$ cat src/rtl/secure_exit_pkg.sv
package secure_exit_pkg;

   localparam int unsigned N_STEPS = 6;
   localparam int unsigned FLT_W   = 3;

   localparam logic [FLT_W-1:0] FLT_NONE   = 3'b000;
   localparam logic [FLT_W-1:0] FLT_UD     = 3'b001;
   localparam logic [FLT_W-1:0] FLT_GP     = 3'b010;
   localparam logic [FLT_W-1:0] FLT_VMEXIT = 3'b100;

   localparam logic [1:0] OPSZ_32 = 2'b01;
   localparam logic [1:0] OPSZ_64 = 2'b10;

   typedef enum logic [1:0] {
      ST_IDLE   = 2'd0,
      ST_REPORT = 2'd1,
      ST_RUN    = 2'd2
   } seq_state_e;

   typedef struct packed {
      logic sec_ext_en;
      logic guest_nonroot;
      logic host_root;
      logic prot_en;
      logic v86_mode;
      logic in_smm;
      logic long_mode;
      logic acm_flag;
   } env_t;

endpackage

$ cat src/rtl/secure_exit_faults.sv
module secure_exit_faults
   import secure_exit_pkg::*;
#(
   parameter int unsigned XLEN      = 64,
   parameter int unsigned VA_BITS   = 48,
   parameter int unsigned LEAF_W    = 32,
   parameter int unsigned LEAF_CODE = 3
) (
   input  logic [LEAF_W-1:0] leaf_sel,
   input  logic              leaf_avail,
   input  env_t              env,
   input  logic [1:0]        cpl,
   input  logic [1:0]        op_size,
   input  logic [XLEN-1:0]   param_reg,
   input  logic [XLEN-1:0]   target_reg,
   input  logic [XLEN-1:0]   cs_limit,
   output logic [FLT_W-1:0]  fault,
   output logic [XLEN-1:0]   target
);

   logic canon_ok;
   logic leaf_ok;
   logic gp_mode;
   logic gp_addr;

   // canonical form: bits above the virtual address width copy the top VA bit
   generate
      if (VA_BITS >= XLEN) begin : g_no_canon
         assign canon_ok = 1'b1;
      end else begin : g_canon
         localparam int unsigned HI_W = XLEN - VA_BITS + 1;
         logic [HI_W-1:0] hi_bits;
         assign hi_bits  = target_reg[XLEN-1:VA_BITS-1];
         assign canon_ok = (hi_bits == '0) || (hi_bits == '1);
      end
   endgenerate

   always_comb begin
      case (op_size)
         OPSZ_64: target = target_reg;
         OPSZ_32: target = XLEN'(target_reg[31:0]);
         default: target = XLEN'(target_reg[15:0]);
      endcase
   end

   assign leaf_ok = leaf_avail && (leaf_sel == LEAF_W'(LEAF_CODE));

   assign gp_mode = !env.prot_en || (cpl != 2'd0) || env.v86_mode ||
                    !env.acm_flag || env.in_smm || env.host_root ||
                    (param_reg != '0);

   assign gp_addr = (env.long_mode && !canon_ok) || (target > cs_limit);

   always_comb begin
      if (!env.sec_ext_en)          fault = FLT_UD;
      else if (env.guest_nonroot)   fault = FLT_VMEXIT;
      else if (!leaf_ok)            fault = FLT_UD;
      else if (gp_mode || gp_addr)  fault = FLT_GP;
      else                          fault = FLT_NONE;
   end

endmodule

$ cat src/rtl/secure_exit_steps.sv
module secure_exit_steps #(
   parameter int unsigned N = 6
) (
   input  logic         clk,
   input  logic         rst_n,
   input  logic         launch,
   input  logic [N-1:0] step_ack,
   output logic [N-1:0] step_req,
   output logic         finish
);

   localparam int unsigned IDX_W = (N > 1) ? $clog2(N) : 1;

   logic [IDX_W-1:0] idx_q;
   logic             issue_q;
   logic             active_q;
   logic [N-1:0]     sel_oh;
   logic             ack_hit;
   logic             last_step;

   generate
      for (genvar g = 0; g < N; g++) begin : g_step
         assign sel_oh[g]   = active_q && (idx_q == IDX_W'(g));
         assign step_req[g] = sel_oh[g] && issue_q;
      end
   endgenerate

   assign ack_hit   = |(sel_oh & step_ack);
   assign last_step = (idx_q == IDX_W'(N-1));
   assign finish    = ack_hit && last_step;

   always_ff @(posedge clk or negedge rst_n) begin
      if (!rst_n) begin
         idx_q    <= '0;
         issue_q  <= 1'b0;
         active_q <= 1'b0;
      end else if (launch) begin
         idx_q    <= '0;
         issue_q  <= 1'b1;
         active_q <= 1'b1;
      end else if (active_q) begin
         if (ack_hit) begin
            if (last_step) begin
               idx_q    <= '0;
               issue_q  <= 1'b0;
               active_q <= 1'b0;
            end else begin
               idx_q   <= idx_q + IDX_W'(1);
               issue_q <= 1'b1;
            end
         end else begin
            issue_q <= 1'b0;
         end
      end
   end

endmodule

$ cat src/rtl/secure_exit_seq.sv
module secure_exit_seq
   import secure_exit_pkg::*;
#(
   parameter int unsigned XLEN      = 64,
   parameter int unsigned VA_BITS   = 48,
   parameter int unsigned LEAF_W    = 32,
   parameter int unsigned LEAF_CODE = 3
) (
   input  logic                clk,
   input  logic                rst_n,
   input  logic                start,
   input  logic                mode_enter,
   input  logic [LEAF_W-1:0]   leaf_sel,
   input  logic                leaf_avail,
   input  logic                sec_ext_en,
   input  logic                guest_nonroot,
   input  logic                host_root,
   input  logic                prot_en,
   input  logic [1:0]          cpl,
   input  logic                v86_mode,
   input  logic                in_smm,
   input  logic                long_mode,
   input  logic [1:0]          op_size,
   input  logic [XLEN-1:0]     param_reg,
   input  logic [XLEN-1:0]     target_reg,
   input  logic [XLEN-1:0]     cs_limit,
   input  logic [N_STEPS-1:0]  step_ack,
   output logic [N_STEPS-1:0]  step_req,
   output logic                busy,
   output logic                done,
   output logic [FLT_W-1:0]    fault,
   output logic                ip_load,
   output logic [XLEN-1:0]     new_ip,
   output logic                acm_active
);

   generate
      if (XLEN < 32) begin : g_bad_xlen
         $error("secure_exit_seq: XLEN below 32");
      end
      if (VA_BITS < 2 || VA_BITS > XLEN) begin : g_bad_va
         $error("secure_exit_seq: VA_BITS out of range");
      end
      if (LEAF_W < 2) begin : g_bad_leaf
         $error("secure_exit_seq: LEAF_W too narrow");
      end
   endgenerate

   seq_state_e       state_q;
   logic [FLT_W-1:0] pend_flt_q;
   logic [FLT_W-1:0] fault_q;
   logic             done_q;
   logic             ip_load_q;
   logic [XLEN-1:0]  tgt_q;
   logic [XLEN-1:0]  new_ip_q;
   logic             acm_q;

   env_t             env;
   logic [FLT_W-1:0] flt_now;
   logic [XLEN-1:0]  tgt_now;
   logic             launch;
   logic             seq_finish;

   assign env = '{sec_ext_en:    sec_ext_en,
                  guest_nonroot: guest_nonroot,
                  host_root:     host_root,
                  prot_en:       prot_en,
                  v86_mode:      v86_mode,
                  in_smm:        in_smm,
                  long_mode:     long_mode,
                  acm_flag:      acm_q};

   secure_exit_faults #(
      .XLEN      (XLEN),
      .VA_BITS   (VA_BITS),
      .LEAF_W    (LEAF_W),
      .LEAF_CODE (LEAF_CODE)
   ) u_faults (
      .leaf_sel   (leaf_sel),
      .leaf_avail (leaf_avail),
      .env        (env),
      .cpl        (cpl),
      .op_size    (op_size),
      .param_reg  (param_reg),
      .target_reg (target_reg),
      .cs_limit   (cs_limit),
      .fault      (flt_now),
      .target     (tgt_now)
   );

   assign launch = (state_q == ST_IDLE) && start && (flt_now == FLT_NONE);

   secure_exit_steps #(
      .N (N_STEPS)
   ) u_steps (
      .clk      (clk),
      .rst_n    (rst_n),
      .launch   (launch),
      .step_ack (step_ack),
      .step_req (step_req),
      .finish   (seq_finish)
   );

   always_ff @(posedge clk or negedge rst_n) begin
      if (!rst_n) begin
         state_q    <= ST_IDLE;
         pend_flt_q <= FLT_NONE;
         fault_q    <= FLT_NONE;
         done_q     <= 1'b0;
         ip_load_q  <= 1'b0;
         tgt_q      <= '0;
         new_ip_q   <= '0;
         acm_q      <= 1'b0;
      end else begin
         done_q    <= 1'b0;
         ip_load_q <= 1'b0;
         fault_q   <= FLT_NONE;
         case (state_q)
            ST_IDLE: begin
               if (start) begin
                  if (flt_now != FLT_NONE) begin
                     state_q    <= ST_REPORT;
                     pend_flt_q <= flt_now;
                  end else begin
                     state_q <= ST_RUN;
                     tgt_q   <= tgt_now;
                  end
               end else if (mode_enter) begin
                  acm_q <= 1'b1;
               end
            end
            ST_REPORT: begin
               state_q <= ST_IDLE;
               done_q  <= 1'b1;
               fault_q <= pend_flt_q;
            end
            ST_RUN: begin
               if (seq_finish) begin
                  state_q   <= ST_IDLE;
                  done_q    <= 1'b1;
                  ip_load_q <= 1'b1;
                  new_ip_q  <= tgt_q;
                  acm_q     <= 1'b0;
               end
            end
            default: state_q <= ST_IDLE;
         endcase
      end
   end

   assign busy       = (state_q != ST_IDLE);
   assign done       = done_q;
   assign fault      = fault_q;
   assign ip_load    = ip_load_q;
   assign new_ip     = new_ip_q;
   assign acm_active = acm_q;

endmodule

$ cat config.mk
export PLATFORM = sky130hd
export DESIGN_NAME = secure_exit_seq
export DESIGN_NICKNAME = d
export VERILOG_FILES = /design/src/rtl/secure_exit_pkg.sv /design/src/rtl/secure_exit_faults.sv /design/src/rtl/secure_exit_steps.sv /design/src/rtl/secure_exit_seq.sv
export SDC_FILE = /design/constraint.sdc
export NUM_CORES = 1
export LEC_CHECK = 0
export BUFFER_PORTS_ARGS = -buffer_cell sky130_fd_sc_hd__buf_2
export CAP_MARGIN = 30
export CELL_PAD_IN_SITES_DETAIL_PLACEMENT = 1
export CELL_PAD_IN_SITES_GLOBAL_PLACEMENT = 1
export CORE_MARGIN = 2
export CORE_UTILIZATION = 36
export DETAILED_ROUTE_END_ITERATION = 16
export MAX_ROUTING_LAYER = met4
export PLACE_DENSITY = 0.87
export SETUP_SLACK_MARGIN = 0.3
export SYNTH_ARGS = -nofsm -noshare
export SYNTH_HDL_FRONTEND = slang
export SYNTH_SLANG_ARGS = --single-unit
$ cat constraint.sdc
create_clock -name clk -period 3.4 [get_ports clk]
set_input_delay 0.17 -clock clk [delete_from_list [all_inputs] [get_ports clk]]
set_output_delay 0.17 -clock clk [all_outputs]
set_load 0.01 [all_outputs]
Word-level counts from Yosys, hierarchy flattened. Index checks and enable logic that the tools add are counted.

Add/sub/neg operators: 1. Magnitude comparators: 1. Equality and inequality tests: 15. Mux-type cells: 28. Bitwise logic cells: 2. Reductions and logical operators: 47.

Operators with widths (count): $pmux W64 S2 (1); $gt A64 B64 Y1 (1); $reduce_bool A64 Y1 (1); $eq A32 B2 Y1 const B (1); $mux W3 (8); $eq A17 B17 Y1 const B (1); $logic_and A1 B1 Y1 (17); $logic_not A17 Y1 (1); $mux W1 (12); $reduce_bool A2 Y1 (5); $logic_or A1 B1 Y1 (9); $mux W2 (4); $ne A2 B2 Y1 const B (4); $and A6 B6 Y6 (1); $eq A3 B2 Y1 const B (2); $eq A3 B3 Y1 const B (2); $logic_not A3 Y1 (2); $reduce_and A2 Y1 (3); $reduce_and A3 Y1 (2); $reduce_or A6 Y1 (1); $eq A2 B1 Y1 const B (2); $eq A2 B2 Y1 const B (2); $pmux W1 S2 (2); $pmux W2 S2 (1); 7 further kinds (9).

Bits in registers: 144. Input bits: 246. Output and inout bits: 77. Logic and storage cells: 105.

Depth between registers and ports, before layout. Gate-level depths: netlist of the first run.

Word-level depth: 16. Depth in mapped cells: 16. Depth with buffers taken out: 14.

By module. Synthesis of the first run repeated with hierarchy kept, for this count alone.

Cell total of the unflattened synthesis: 714. Area total of the unflattened synthesis: 8380.5 um2.

By module, submodules not included: secure_exit_seq (instances 1, cells an instance 315, area each 5511.5 um2, sequential area each 3478.3 um2); secure_exit_faults (instances 1, cells an instance 353, area each 2451.1 um2, sequential area each 0.0 um2); secure_exit_steps (instances 1, cells an instance 46, area each 417.9 um2, sequential area each 125.1 um2).

Worst setup path after synthesis of the first run. OpenSTA, ideal clock, no wires.

Path type: input -> register. From: input op_size[0]. To: register tgt_q[22]. Library setup time: 0.125 ns. Arrival: 3.345 ns. Required time: 3.275 ns. Slack: -0.070 ns. Stages: 15. Path through: inv_1 -> ha_1 -> nor2_1 -> clkbuf_1 -> and2_1 -> ha_1 -> a21oi_1 -> o21ai_0 -> a221o_1 -> or3_1 -> o21ai_2 -> a22oi_4 -> nor3_4 -> buf_6 -> mux2_2.

Word-level cells in the longest chain between the ends: 12. Elaborated cells on any way between the ends: 13. Those cells by class: 1 x order compare; 2 x eq/ne; 5 x mux; 1 x bitwise; 4 x reduce/logical.

Ends and longest elaborated chain: start, declared (line secure_exit_seq.sv:23) `input logic [1:0] op_size,`; $eq A2 B1 Y1 or $eq A2 B2 Y1 (tied branches) (line secure_exit_faults.sv:39) `case (op_size)`; $pmux W64 S2 (*) (line secure_exit_faults.sv:39); net tgt_now[27] (line secure_exit_seq.sv:60) `logic [XLEN-1:0] tgt_now;`; $gt A64 B64 Y1 (*) (line secure_exit_faults.sv:52) `assign gp_addr = (env.long_mode && !canon_ok) || (target > cs_limit);`; $logic_or A1 B1 Y1 (*) (line secure_exit_faults.sv:52); $logic_or A1 B1 Y1 (*) (line secure_exit_faults.sv:58) `else if (gp_mode || gp_addr) fault = FLT_GP;`; $mux W2 (*) (line secure_exit_faults.sv:58); $mux W3 (*) (line secure_exit_faults.sv:57) `else if (!leaf_ok) fault = FLT_UD;`; $mux W3 (*) (line secure_exit_faults.sv:56) `else if (env.guest_nonroot) fault = FLT_VMEXIT;`; $mux W3 (*) (line secure_exit_faults.sv:55) `if (!env.sec_ext_en) fault = FLT_UD;`; $reduce_bool A3 Y1 (*) (line secure_exit_seq.sv:121) `if (flt_now != FLT_NONE) begin`; $not A1 Y1 (no source line) (*); $reduce_and A3 Y1 (no source line) (*); end signal, assigned (line secure_exit_seq.sv:126) `tgt_q <= tgt_now;`; end, declared (line secure_exit_seq.sv:54) `logic [XLEN-1:0] tgt_q;`.

The timed path passes the listed nets; every way through them passes the cells marked *. A chain may end at the register's enable or synchronous reset.

Worst setup path after layout of the first run.
From: input target_reg[9]. To: register tgt_q[19].

Word-level cells in the longest chain between the ends: 11.

Ends and longest elaborated chain: start, declared (line secure_exit_seq.sv:25) `input logic [XLEN-1:0] target_reg,`; $pmux W64 S2 (line secure_exit_faults.sv:39); $gt A64 B64 Y1 (line secure_exit_faults.sv:52); $logic_or A1 B1 Y1 (line secure_exit_faults.sv:52); $logic_or A1 B1 Y1 (line secure_exit_faults.sv:58); $mux W2 (line secure_exit_faults.sv:58); $mux W3 (line secure_exit_faults.sv:57); $mux W3 (line secure_exit_faults.sv:56); $mux W3 (line secure_exit_faults.sv:55); $reduce_bool A3 Y1 (line secure_exit_seq.sv:121); $not A1 Y1 (no source line); $reduce_and A3 Y1 (no source line).

Every way passes these cells.

==> metrics.txt, run 1 <==
number of DRC markers in iteration 0 273; CP Launch Type input pin; post-synthesis sequential area ratio 43.8%; CORE AREA 22500 µm²; Worst Max-Slew Pin Slew 0.800 ns; Setup crit end kind flip-flop; global-route wire length before repair 45.3 mm; Post-synth EDFFs 0; DP Worst Slack -0.142 ns; LEAKAGE 6.42 nW; initial antenna violation count 2; worst r2r dst new_ip[2]; status finished, final reports clean; NumNets Final 1535; worst path cell trace dlygate4sd3_1 > buf_2 > ha_1 > a21o_1 > nand3_1 > a21oi_1 > or4b_4 > a21oi_4 > a22oi_4 > nor3_4 > buf_12 > clkbuf_16 > mux2_2; # IOs 323; worst vdd ir 263 µV; DRT antenna net count 0; final-report hold violation count 0; commonest non-fill, non-tap cell in the layout buf_2; hold path cells 2; worst setup path category input pin to flip-flop; Achievable Freq 331 MHz; hold_sp target_reg[1]; min Tclk post-route 3.02 ns; CTS root buf clkbuf_16; grt total ovfl 0; Crit path max-delay family buffers and inverters; Synth Net Count 1186; Synth Flop Type dfrtp_1; worst hold endpoint tgt_q[1]; Fin Hold WS 0.0207 ns; Post-synth ARST share 100%; unrepaired setup endpoints after global routing true; routed via count 7892; Clock Path Buffers 2; IO Port Bufs 322; Die H 155 µm; clock-pin slew on the worst setup and hold paths 0.06 ns; CTS Sinks 144; fin crit share 88.9%; DRT Pass-1 Iters 4; DRT Wirelength 29.8 mm; CP required 3.70 ns; Synth cell types 57; syn avg cell area 9.45 µm²; Crit Path Max Fanout 8; number of global-route vias before repair 8772; most frequent cells in the layout 320 x buf_2, 220 x nand2_1, 144 x dfrtp_1; Worst R2R Setup Slack 0.62 ns; starting density of the core 36.5%; hold crit path type input pin to flip-flop; Sum Neg Setup Slack 0 ns; flops & latches, synth 144; XOR/XNOR Fraction of Synth Area 0%; die width 155 µm; Slowest cell on crit path or4b_4; largest family of logic cells by synthesized area simple AND/OR/NAND/NOR gates; Ys Warns 0; H-tree Lvls 4; CP Data Arrival Time 3.32 ns; TritonCTS clock tree built; routed len/inst 19.6 µm; clk_lat worst skew 0.42 ns; r2r worst-path depth 10; Num CTS Buffers 17; CP peak stage delay 0.59 ns; GRT Resource Usage Total 25.1%; Area Overhead vs Synth 38.4%; Slew Viols, Final 0; worst clock skew 0.0102 ns; hpwl dp 22.7 mm; share of cells above drive strength 1 38.1%; power per cell area 403 nW/µm²; adder-cell share of the synthesized area 10.7%; Placement Rows 55; Setup violations, final 0; drt drc 0; Final Worst Setup Slack 0.378 ns; DP Area 10500 µm²; relative slew slack 46.7%; post-layout util 50.6%; Final GP Congestion 0.882; die area 24100 µm²; max cap viols 0; Cell Area, Synth 8220 µm²; largest net degree at the start of global routing 70; Syn Inst Count 870; Finished Cell Area 11400 µm²; WP buf/inv 4; reg-to-reg startpoint u_steps.idx_q[1]; post-synthesis mux area share 9.47%; post-synthesis simple-gate area fraction 25.2%; Compound-Gate Fraction of Synth Area 5.40%; Vias per Instance 5.20
-- synth_stat cells (2+ instances only) --
cell	number	area (µm²)
or3_1	4	25.0
or4_1	2	15.0
nand4_1	25	156
mux2_1	19	214
mux2_2	35	394
a21o_1	4	30.0
dfrtp_1	144	3600
nor3_1	13	65.1
o31ai_1	2	15.0
ha_1	70	876
and2_1	48	300
a211o_1	2	17.5
nor4b_1	3	26.3
a21oi_1	31	155
and2_2	6	45.0
o21ai_0	12	60.1
nor2b_1	3	18.8
nand3_1	14	70.1
inv_1	76	285
clkbuf_1	10	37.5
o21a_1	2	15.0
buf_6	5	56.3
o211ai_1	2	15.0
buf_1	4	15.0
buf_2	6	30.0
mux2i_1	2	20.0
and4_1	5	43.8
and3_2	2	15.0
nor2_1	16	60.1
a221o_1	2	20.0
nor4_1	46	288
nand2_1	221	830
mux2_4	10	150
-- final cells by class --
class                           count  area, µm²
Timing Repair Buffer              355       2040
Multi-Input combinational cell    625       4420
Antenna cell                        2       5.00
Clock inverter                     12        208
Inverter                           76        305
Sequential cell                   144       3600
Fill cell                        2658      11100
Tap cell                          285        357
Clock buffer                       20        437
-- metal layers --
metal / wire length, µm / GRT usage (%) / part of all wire (%) / up-vias
met3: 1170 / 3.87 / 3.9 / 66
met1: 11600 / 27.0 / 39 / 3852
met2: 16000 / 46.2 / 54 / 286
met4: 987 / 9.74 / 3.3 / 0
met5: 0 / - / 0 / -
li1: - / - / - / 3688
-- registers in the layout (all words and copies together), names as in the netlist --
name	flops
fault	3
state_q	2
ip_load	1
done	1
u_steps.idx_q	3
new_ip	64
u_steps.issue_q	1
tgt_q	64
pend_flt_q	3
u_steps.active_q	1
acm_active	1
-- stage by stage --
stage | cells | power (mW)
3_5_place_dp | 1468 | 2.51
6_report | 1519 | 4.59
4_1_cts | 1512 | 4.62
2_1_floorplan | 870 | 2.16
5_1_grt | 1519 | 4.78
3_3_place_gp | 1468 | 2.48
-- worst register-to-register path, delay by kind of cell, from the launching register on --
| kind | cells | cell delay, ns |
|---|---|---|
| buffers and inverters | 2 | 0.81 |
| AND/OR/NAND/NOR | 5 | 0.72 |
| flip-flops | 1 | 0.50 |
| adder cells (fa/ha/maj) | 1 | 0.19 |
| AO/OA/AOI/OAI | 2 | 0.51 |
-- cells by family (layout without fill, tap and decap cells) --
family	Yosys count	after routing
compound gates	69	69
fa+ha+maj	70	70
buf+inv	102	463
flops	144	144
mux	66	66
other cells	0	2
simple gates	419	420
-- power by group --
group	total [mW]	switching (mW)	internal, mW	leakage, nW
sequential	1.81	0.0563	1.76	1.99
combinational	0.699	0.378	0.321	4.12
clock	2.08	0.766	1.31	0.313
total	4.59	1.20	3.39	6.42
-- how the worst max path moves through the flow --
| stage | to | from | cells after the start |
|---|---|---|---|
| 3_3_place_gp | tgt_q[53] | op_size[1] | 15 |
| 5_1_grt | tgt_q[44] | target_reg[9] | 13 |
| 4_1_cts | tgt_q[42] | target_reg[14] | 13 |
| 6_report | tgt_q[19] | target_reg[9] | 13 |
| 3_5_place_dp | tgt_q[48] | op_size[1] | 15 |
| 2_1_floorplan | tgt_q[32] | op_size[1] | 16 |
-- timing repair --
item	CTS	global route
endpoints found under the setup margin	35	65
buffers inserted	1	2
gates cloned	1	3
endpoints found under the hold margin	75	0
pin swaps	3	7
hold buffers	10	0
resized for setup	0	8
Power figures use the tool's default switching activity.
==> inputs of run 2 (changes only) <==
--- a/config.mk
+++ b/config.mk
@@ -12,6 +12,7 @@
 export CORE_MARGIN = 2
 export CORE_UTILIZATION = 36
 export DETAILED_ROUTE_END_ITERATION = 16
+export GPL_TIMING_DRIVEN = 0
 export MAX_ROUTING_LAYER = met4
 export PLACE_DENSITY = 0.87
 export SETUP_SLACK_MARGIN = 0.3
==> metrics.txt, run 2 (synthesized netlist as in run 1, its figures left out) <==
status finished, final reports clean; DRT Pass-1 Iters 6 (+2); GRT Resource Usage Total 25.5% (+0.39 points); hpwl dp 23.4 mm (+2.9%); worst path cell trace buf_8 > inv_8 > ha_4 > nor2_4 > nor2_4 > clkbuf_16 > and2_4 > ha_4 > nand4_1 > nor3_2 > a221o_1 > or3_4 > o21ai_4 > a22oi_4 > nor3_4 > buf_6 > clkbuf_16 > mux2_4; Setup violations, final 0 (unchanged); most frequent cells in the layout 328 x buf_2, 221 x nand2_1, 144 x dfrtp_1; global-route wire length before repair 46.0 mm (+1.6%); DRT antenna net count 0 (unchanged); drt drc 0 (unchanged); hold crit path type input pin to flip-flop; Final Instance Count excl. Fillers 1539 (+1.3%); worst vdd ir 251 µV (-4.5%); CP Data Arrival Time 3.39 ns (+0.07 ns); Slowest cell on crit path or3_4; CTS root buf clkbuf_16; number of global-route vias before repair 8938 (+1.9%); commonest non-fill, non-tap cell in the layout buf_2; number of DRC markers in iteration 0 258 (-5.5%); TritonCTS clock tree built; starting density of the core 36.5% (unchanged); NumNets Final 1551 (+1.0%); relative slew slack 41.0% (-5.7 points); Worst R2R Setup Slack 0.63 ns (about the same); largest net degree at the start of global routing 88 (+26%); Crit Path Max Fanout 6 (-2); power per cell area 393 nW/µm² (-2.5%); initial antenna violation count 5 (+3); total power 4.55 mW (-0.95%); worst clock skew 0.0147 ns (+0.00443 ns); die area 24100 µm² (unchanged); max cap viols 0 (unchanged); routed via count 8079 (+2.4%); min Tclk post-route 3.09 ns (+0.0662 ns); share of cells above drive strength 1 40.1% (+2.1 points); Die H 155 µm (unchanged); Area Overhead vs Synth 40.5%; final-report hold violation count 0 (unchanged); die width 155 µm (unchanged); CP required 3.70 ns (about the same); routed len/inst 19.6 µm (+0.14%); CTS Sinks 144 (unchanged); Achievable Freq 324 MHz (-2.1%); Num CTS Buffers 17 (unchanged); Placement Rows 55 (unchanged); CP peak stage delay 0.42 ns (-0.17 ns); grt total ovfl 0 (unchanged); Post-Place Cells 1478 (+0.68%); CP Launch Type input pin; fin crit share 90.8% (+1.9 points); # IOs 323 (unchanged); unrepaired setup endpoints after global routing true; clock-pin slew on the worst setup and hold paths 0.06 ns (about the same); worst setup path category input pin to flip-flop; Vias per Instance 5.25 (+1.0%); clk_lat worst skew 0.43 ns (about the same); CORE AREA 22500 µm² (unchanged); LEAKAGE 6.50 nW (+1.3%); Clock Path Buffers 2 (unchanged); H-tree Lvls 4 (unchanged); Setup crit end kind flip-flop; Worst Max-Slew Pin Slew 0.877 ns (+0.0772 ns); DRT Wirelength 30.2 mm (+1.5%); Final GP Congestion 0.844 (-4.3%); Slew Viols, Final 0 (unchanged); IO Port Bufs 322 (unchanged)
[run 2: repair_timing]
item	in CTS	in global routing
gates cloned	0	3
endpoints found under the hold margin	92	0
resized for setup	24	29
setup buffers	6	7
pin swaps	6	6
hold buffers	7	0
setup endpoints to repair	122	108
[run 2: final timing paths]
check / from / endpoint / cells after the start
max in group asynchronous: rst_n / tgt_q[6] / 3
min in group asynchronous: rst_n / tgt_q[23] / 2
max reg2reg: u_steps.idx_q[1] / new_ip[5] / 11
min reg2reg: tgt_q[49] / new_ip[49] / 2
min: target_reg[5] / tgt_q[5] / 2
max: op_size[0] / tgt_q[22] / 18
[run 2: final cells by class]
class / instances / area (µm²)
inverter: 76 / 305
timing repair buffer: 346 / 1960
sequential: 144 / 3600
clock inverter: 13 / 174
clock buffer: 19 / 453
tap: 285 / 357
buffer: 26 / 221
fill: 2658 / 11000
antenna: 6 / 15.0
multi-input combinational: 624 / 4460
[run 2: worst max-delay path, delay by kind of cell]
family | cells | cell delay (ns)
and+or+nand+nor | 7 | 1.25
buffers and inverters | 5 | 0.72
adders and majority gates | 2 | 0.37
muxes | 1 | 0.30
AOI/OAI and AO/OA | 3 | 0.57
[run 2: power breakdown]
group / internal (mW) / total, mW / switching, mW
clock network: 1.21 / 2.01 / 0.803
registers: 1.76 / 1.80 / 0.0413
logic: 0.330 / 0.738 / 0.408
[run 2: routing by layer]
layer / global-route usage (%) / up-vias / wire length [µm]
met3: 3.98 / 84 / 1320
met4: 12.5 / 0 / 1230
met5: - / - / 0
met2: 45.8 / 303 / 16000
met1: 27.4 / 3957 / 11600
li1: - / 3735 / -
[run 2: stage by stage]
| stage | hold slack [ns] | area, µm² | setup TNS (ns) | utilization, % | worst slack, ns |
|---|---|---|---|---|---|
| after floorplan | -0.126 | 8450 | 0 | - | 0.296 |
| final | 0.00691 | 11600 | 0 | 51.3 | 0.311 |
| after CTS | 0.00138 | 11300 | 0 | 50.1 | 0.279 |
| after detailed placement | 0.305 | 10500 | -40.25 | 46.5 | -0.721 |
| after global routing | 0.00525 | 11500 | 0 | 51.3 | 0.219 |
| after global placement | 0.413 | 10400 | -34.56 | 46.3 | -0.617 |
